## config.mk

```make
export PLATFORM = sky130hd
export DESIGN_NAME = yuv_rgb_conv
export DESIGN_NICKNAME = d
export VERILOG_FILES = /design/src/rtl/yuv_rgb_pkg.sv /design/src/rtl/yuv_rgb_coef_regs.sv /design/src/rtl/yuv_rgb_unpack.sv /design/src/rtl/yuv_rgb_row.sv /design/src/rtl/yuv_rgb_conv.sv
export SDC_FILE = /design/constraint.sdc
export NUM_CORES = 2
export LEC_CHECK = 0
export ABC_CLOCK_PERIOD_IN_PS = 11700
export BUFFER_PORTS_ARGS = -buffer_cell sky130_fd_sc_hd__buf_2
export CAP_MARGIN = 20
export CORE_MARGIN = 4
export CORE_UTILIZATION = 29
export DETAILED_ROUTE_END_ITERATION = 8
export GPL_TIMING_DRIVEN = 0
export HOLD_SLACK_MARGIN = 0.08
export PLACE_DENSITY_LB_ADDON = 0.3
export SLEW_MARGIN = 15
export SYNTH_ARGS = -nofsm -noshare
export SYNTH_HDL_FRONTEND = slang
export SYNTH_HIERARCHICAL = 1
export SYNTH_SLANG_ARGS = --single-unit
export TNS_END_PERCENT = 30
```

## constraint.sdc

```tcl
create_clock -name clk -period 11.7 [get_ports clk]
set_input_delay 0.585 -clock clk [delete_from_list [all_inputs] [get_ports clk]]
set_output_delay 0.585 -clock clk [all_outputs]
set_load 0.05 [all_outputs]
```

## src/rtl/yuv_rgb_pkg.sv

```systemverilog
`timescale 1ns/100ps
package yuv_rgb_pkg;

    localparam int PIX_W       = 8;
    localparam int COEF_W      = 13;
    localparam int CONST_W     = 14;
    localparam int COEF_FRAC   = 10;
    localparam int CONST_FRAC  = 4;
    localparam int NUM_ROWS    = 3;
    localparam int NUM_COLS    = 4;
    localparam int NUM_PIX     = 2;
    localparam int NUM_REGS    = NUM_ROWS * NUM_COLS;
    localparam int REG_IDX_W   = $clog2(NUM_REGS);
    localparam int WORD_W      = 32;
    localparam int RGB_W       = 3 * PIX_W;
    localparam int ACC_W       = COEF_W + PIX_W + 4;
    localparam int CONST_SHIFT = COEF_FRAC - CONST_FRAC;
    localparam int ROUND_HALF  = 1 << (COEF_FRAC - 1);
    localparam int PIX_MAX     = (1 << PIX_W) - 1;

    localparam int ROW_G = 0;
    localparam int ROW_R = 1;
    localparam int ROW_B = 2;

    typedef enum logic [1:0] {
        MEM_VYUY = 2'd0,
        MEM_YVYU = 2'd1,
        MEM_UYVY = 2'd2,
        MEM_YUYV = 2'd3
    } seq_t;

    typedef struct packed {
        logic [PIX_W-1:0] y0;
        logic [PIX_W-1:0] y1;
        logic [PIX_W-1:0] u;
        logic [PIX_W-1:0] v;
    } yuv_pair_t;

    typedef logic signed [CONST_W-1:0] mreg_t;
    typedef logic signed [ACC_W-1:0]   acc_t;

    function automatic mreg_t reset_value(input int idx);
        case (idx)
            0, 4, 8: return mreg_t'(1192);
            1:       return mreg_t'(-400);
            2:       return mreg_t'(-833);
            3:       return mreg_t'(2160);
            6:       return mreg_t'(1634);
            7:       return mreg_t'(-3552);
            9:       return mreg_t'(2066);
            11:      return mreg_t'(-4416);
            default: return mreg_t'(0);
        endcase
    endfunction

    function automatic mreg_t load_value(input logic [REG_IDX_W-1:0] idx,
                                         input logic [WORD_W-1:0] d);
        if ((int'(idx) % NUM_COLS) == NUM_COLS - 1)
            return mreg_t'(d[CONST_W-1:0]);
        return mreg_t'($signed(d[COEF_W-1:0]));
    endfunction

    function automatic logic [PIX_W-1:0] round_clamp(input acc_t acc);
        acc_t r;
        r = (acc + ACC_W'(ROUND_HALF)) >>> COEF_FRAC;
        if (r < 0)
            return '0;
        else if (r > PIX_MAX)
            return PIX_W'(PIX_MAX);
        return r[PIX_W-1:0];
    endfunction

endpackage

```

## src/rtl/yuv_rgb_coef_regs.sv

```systemverilog
`timescale 1ns/100ps
module yuv_rgb_coef_regs
    import yuv_rgb_pkg::*;
(
    input  logic                 clk,
    input  logic                 rst,
    input  logic                 we,
    input  logic [REG_IDX_W-1:0] addr,
    input  logic [WORD_W-1:0]    wdata,
    output mreg_t                regs_o [NUM_REGS]
);

    always_ff @(posedge clk) begin
        if (rst) begin
            for (int i = 0; i < NUM_REGS; i++)
                regs_o[i] <= reset_value(i);
        end else if (we && (int'(addr) < NUM_REGS)) begin
            regs_o[addr] <= load_value(addr, wdata);
        end
    end

endmodule

```

## src/rtl/yuv_rgb_unpack.sv

```systemverilog
`timescale 1ns/100ps
module yuv_rgb_unpack
    import yuv_rgb_pkg::*;
(
    input  seq_t              seq,
    input  logic [WORD_W-1:0] word,
    output yuv_pair_t         pair
);

    logic [PIX_W-1:0] b0, b1, b2, b3;

    assign b0 = word[PIX_W-1:0];
    assign b1 = word[2*PIX_W-1:PIX_W];
    assign b2 = word[3*PIX_W-1:2*PIX_W];
    assign b3 = word[4*PIX_W-1:3*PIX_W];

    always_comb begin
        unique case (seq)
            MEM_VYUY: pair = '{y0: b1, y1: b3, u: b2, v: b0};
            MEM_YVYU: pair = '{y0: b0, y1: b2, u: b3, v: b1};
            MEM_UYVY: pair = '{y0: b1, y1: b3, u: b0, v: b2};
            default:  pair = '{y0: b0, y1: b2, u: b1, v: b3};
        endcase
    end

endmodule

```

## src/rtl/yuv_rgb_row.sv

```systemverilog
`timescale 1ns/100ps
module yuv_rgb_row
    import yuv_rgb_pkg::*;
(
    input  logic [PIX_W-1:0] y,
    input  logic [PIX_W-1:0] u,
    input  logic [PIX_W-1:0] v,
    input  mreg_t            w_y,
    input  mreg_t            w_u,
    input  mreg_t            w_v,
    input  mreg_t            k,
    output acc_t             acc
);

    acc_t py, pu, pv, pk;

    always_comb begin
        py  = ACC_W'(w_y) * ACC_W'($signed({1'b0, y}));
        pu  = ACC_W'(w_u) * ACC_W'($signed({1'b0, u}));
        pv  = ACC_W'(w_v) * ACC_W'($signed({1'b0, v}));
        pk  = ACC_W'(k) <<< CONST_SHIFT;
        acc = py + pu + pv + pk;
    end

endmodule

```

## src/rtl/yuv_rgb_conv.sv

```systemverilog
`timescale 1ns/100ps
module yuv_rgb_conv
    import yuv_rgb_pkg::*;
(
    input  logic              clk,
    input  logic              rst,
    input  logic              cfg_we,
    input  logic [3:0]        cfg_addr,
    input  logic [31:0]       cfg_wdata,
    input  logic              conv_en,
    input  logic [1:0]        seq_sel,
    input  logic              in_valid,
    output logic              in_ready,
    input  logic [31:0]       in_word,
    output logic              out_valid,
    input  logic              out_ready,
    output logic [23:0]       out_pix0,
    output logic [23:0]       out_pix1
);

    mreg_t     coef [NUM_REGS];
    yuv_pair_t unpacked;
    logic      adv;

    logic      s1_vld, s1_conv;
    yuv_pair_t s1_pair;
    logic      s2_vld, s2_conv;
    yuv_pair_t s2_pair;
    acc_t      row_acc [NUM_PIX][NUM_ROWS];
    acc_t      s2_acc  [NUM_PIX][NUM_ROWS];
    logic      s3_vld;
    logic [RGB_W-1:0] pix_next [NUM_PIX];
    logic [RGB_W-1:0] pix_q    [NUM_PIX];

    assign adv       = !s3_vld || out_ready;
    assign in_ready  = adv;
    assign out_valid = s3_vld;
    assign out_pix0  = pix_q[0];
    assign out_pix1  = pix_q[1];

    yuv_rgb_coef_regs u_regs (
        .clk    (clk),
        .rst    (rst),
        .we     (cfg_we),
        .addr   (cfg_addr),
        .wdata  (cfg_wdata),
        .regs_o (coef)
    );

    yuv_rgb_unpack u_unpack (
        .seq  (seq_t'(seq_sel)),
        .word (in_word),
        .pair (unpacked)
    );

    // Stage 1: unpacked samples
    always_ff @(posedge clk) begin
        if (rst)
            s1_vld <= 1'b0;
        else if (adv)
            s1_vld <= in_valid;
    end

    always_ff @(posedge clk) begin
        if (adv) begin
            s1_pair <= unpacked;
            s1_conv <= conv_en;
        end
    end

    // Matrix rows, one per pixel and channel
    for (genvar p = 0; p < NUM_PIX; p++) begin : g_pix
        for (genvar r = 0; r < NUM_ROWS; r++) begin : g_row
            yuv_rgb_row u_row (
                .y   ((p == 0) ? s1_pair.y0 : s1_pair.y1),
                .u   (s1_pair.u),
                .v   (s1_pair.v),
                .w_y (coef[r*NUM_COLS + 0]),
                .w_u (coef[r*NUM_COLS + 1]),
                .w_v (coef[r*NUM_COLS + 2]),
                .k   (coef[r*NUM_COLS + 3]),
                .acc (row_acc[p][r])
            );
        end
    end

    // Stage 2: accumulated sums
    always_ff @(posedge clk) begin
        if (rst)
            s2_vld <= 1'b0;
        else if (adv)
            s2_vld <= s1_vld;
    end

    always_ff @(posedge clk) begin
        if (adv) begin
            s2_acc  <= row_acc;
            s2_pair <= s1_pair;
            s2_conv <= s1_conv;
        end
    end

    // Stage 3: round, clamp, pack or bypass
    always_comb begin
        logic [PIX_W-1:0] yv;
        for (int p = 0; p < NUM_PIX; p++) begin
            yv = (p == 0) ? s2_pair.y0 : s2_pair.y1;
            if (s2_conv)
                pix_next[p] = {round_clamp(s2_acc[p][ROW_R]),
                               round_clamp(s2_acc[p][ROW_G]),
                               round_clamp(s2_acc[p][ROW_B])};
            else
                pix_next[p] = {yv, s2_pair.u, s2_pair.v};
        end
    end

    always_ff @(posedge clk) begin
        if (rst)
            s3_vld <= 1'b0;
        else if (adv)
            s3_vld <= s2_vld;
    end

    always_ff @(posedge clk) begin
        if (adv)
            pix_q <= pix_next;
    end

endmodule

```

==> results.cfg <==
[clocking]
cts_tree = done
clockRootBuffer = clkbuf_16
htreeDepth = 2
clk_pin_slew_ns = 0.06
clock_sinks = 381
cts_buffer_depth = 3
clock_latency_ns = 0.73
cts_resized = 0
numCtsBuffers = 50

[critical_path]
path_buf_inv = 7
critPathKind = reg -> reg
worstPathArrival_ns = 8.87
critPathMaxFanout = 16
max_stage_delay_ns = 1.08
critPathMostFrequentCell = fa_1
worst_path_max_delay_cell = edfxtp_1
start_kind = register
crit_path_cell_trace = clkbuf_1 -> nand2_1 -> inv_1 -> fa_1 -> inv_1 -> fa_1 -> inv_1 -> fa_1 -> inv_1 -> fa_1 -> inv_1 -> fa_1 -> fa_1 -> fa_1 -> ha_1 -> clkbuf_1 -> nand2_1 -> a2111oi_1 -> a32oi_2 -> a21oi_1 -> a2111oi_2 -> xnor2_1
cp-end-kind = register
worst_path_dominant_cell_family = adder cells
required_ns = 12.08

[finish]
layout-drive-gt1-share_pct = 3.96
area_growth_pct = 9.66
fin_nets = 13300

[sta]
max_freq_mhz = 118
slew_headroom_pct = 20.4
fin_skew_ns = 0.0554
rsz0062_at_grt = false
final_hold_viol_count = 0
fin_crit_sh_pct = 72.6
final-setup-viol-count = 0
finalCriticalPeriod_ns = 8.49
slew_violations = 0
tightest_slew_ns = 1.19
finalSetupTns_ns = 0

[synthesis]
yosysWarningCount = 6
synth_nets = 13100
synth_area_per_cell_sq_um = 9.60
syn_area_sq_um = 96800
netlist_instances = 10100

[global_routing]
antenna_found_initial = 49
gr-usage-all-layers_pct = 17.5
grt_pass1_wl_um = 452000
grt_pass1_vias = 71700
grt_max_degree = 52
grt-ovfl-total = 0

[route]
wl_per_cell_um = 20.0
ant_nets = 0
drtIter0Drc = 4242
drtPass1Iterations = 6
avgViaCountPerCell = 4.54
route.detailed.drc = 0
vias = 66900
finalWirelength_um = 295000

[floorplan]
io_pins = 126
dieWidth_um = 586
dieArea_sq_um = 343000
num_rows = 211
dieHeight_um = 586
core_sq_um = 331000
start_util_pct = 29.2

[placed_design]
gp_congestion = 0.858
hpwlAfterDp_um = 252000
port_buffers = 98

[status]
status = complete, no violations

[worst_hold_path]
min_path_type = in -> reg

[run]
drv_cap = 0
-- worst reg2reg max path, delay by kind of cell, from the launching register on --
kind / cells / cell delay (ns)
AOI/OAI and AO/OA: 4 / 1.03
buffers and inverters: 7 / 1.35
and+or+nand+nor: 2 / 0.27
DFF: 1 / 1.08
xor gates and xnor gates: 1 / 0.74
adders and majority gates: 8 / 3.72
-- metal layers --
layer | global-route usage [%] | wire length (um) | part of all wire, %
met5 | 0 | 13 | 0.0044
met4 | 5.17 | 9180 | 3.1
met3 | 2.63 | 17500 | 5.9
met2 | 28.7 | 138000 | 47
met1 | 24.0 | 130000 | 44
-- final timing paths --
check | endpoint | slack (ns) | cells past startpoint | startpoint
max reg2reg | s2_acc[149] | 3.21 | 22 | s1_pair[24]
min reg2reg | s2_conv | 0.44 | 0 | s1_conv
min | u_regs/regs_o[154] | 0.19 | 3 | cfg_wdata[0]
max | s2_acc[149] | 3.21 | 22 | s1_pair[24]
-- area by class of cell --
| class | count | area (sq um) |
|---|---|---|
| multi-input combinational | 6633 | 75400 |
| antenna | 29 | 72.6 |
| buffer | 273 | 1190 |
| clock inverter | 28 | 259 |
| clock buffer | 63 | 1360 |
| tap | 4366 | 5460 |
| fill | 34600 | 225000 |
| inverter | 2788 | 10500 |
| timing repair buffer | 183 | 2170 |
| sequential | 381 | 9730 |
-- registers in the layout (all words and copies together) (netlist names) --
signal         count
s2_acc            96
s1_pair           32
s1_conv            1
out_pix0          24
out_pix1          24
u_regs/regs_o    168
s1_vld             1
out_valid          1
s2_vld             1
s2_pair           32
s2_conv            1
-- through the flow --
stage	hold WS, ns	instances	setup WS (ns)	instance area, sq um	utilization (%)
4_1_cts	0.116	14700	3.36	106000	32.0
3_3_place_gp	0.404	14500	0.657	103000	31.0
2_1_floorplan	0.400	10100	4.93	96800	-
5_1_grt	0.156	14700	2.90	106000	32.0
6_report	0.185	14700	3.21	106000	32.0
3_5_place_dp	0.416	14600	3.37	104000	31.5
-- timing repair --
| action | 4_1_cts | 5_1_grt |
|---|---|---|
| hold endpoints to repair | 2 | 0 |
| hold buffers | 2 | 0 |
| setup buffers | 0 | 0 |
-- cells in the final DEF (no fill, tap or decap), types with 51 or more instances in the layout --
cell / instances
dfxtp_1: 170
clkbuf_1: 219
nor2_1: 177
edfxtp_1: 210
clkbuf_16: 51
nand3_1: 158
nand2_1: 813
ha_1: 702
xnor2_1: 129
o21ai_0: 157
buf_2: 133
xor2_1: 51
mux2i_1: 60
and2_1: 1340
fa_1: 2244
inv_1: 2788
a21oi_1: 239
Power is not shown: default switching activity piles up to over one toggle a cycle in this logic, so the estimate is an artifact.
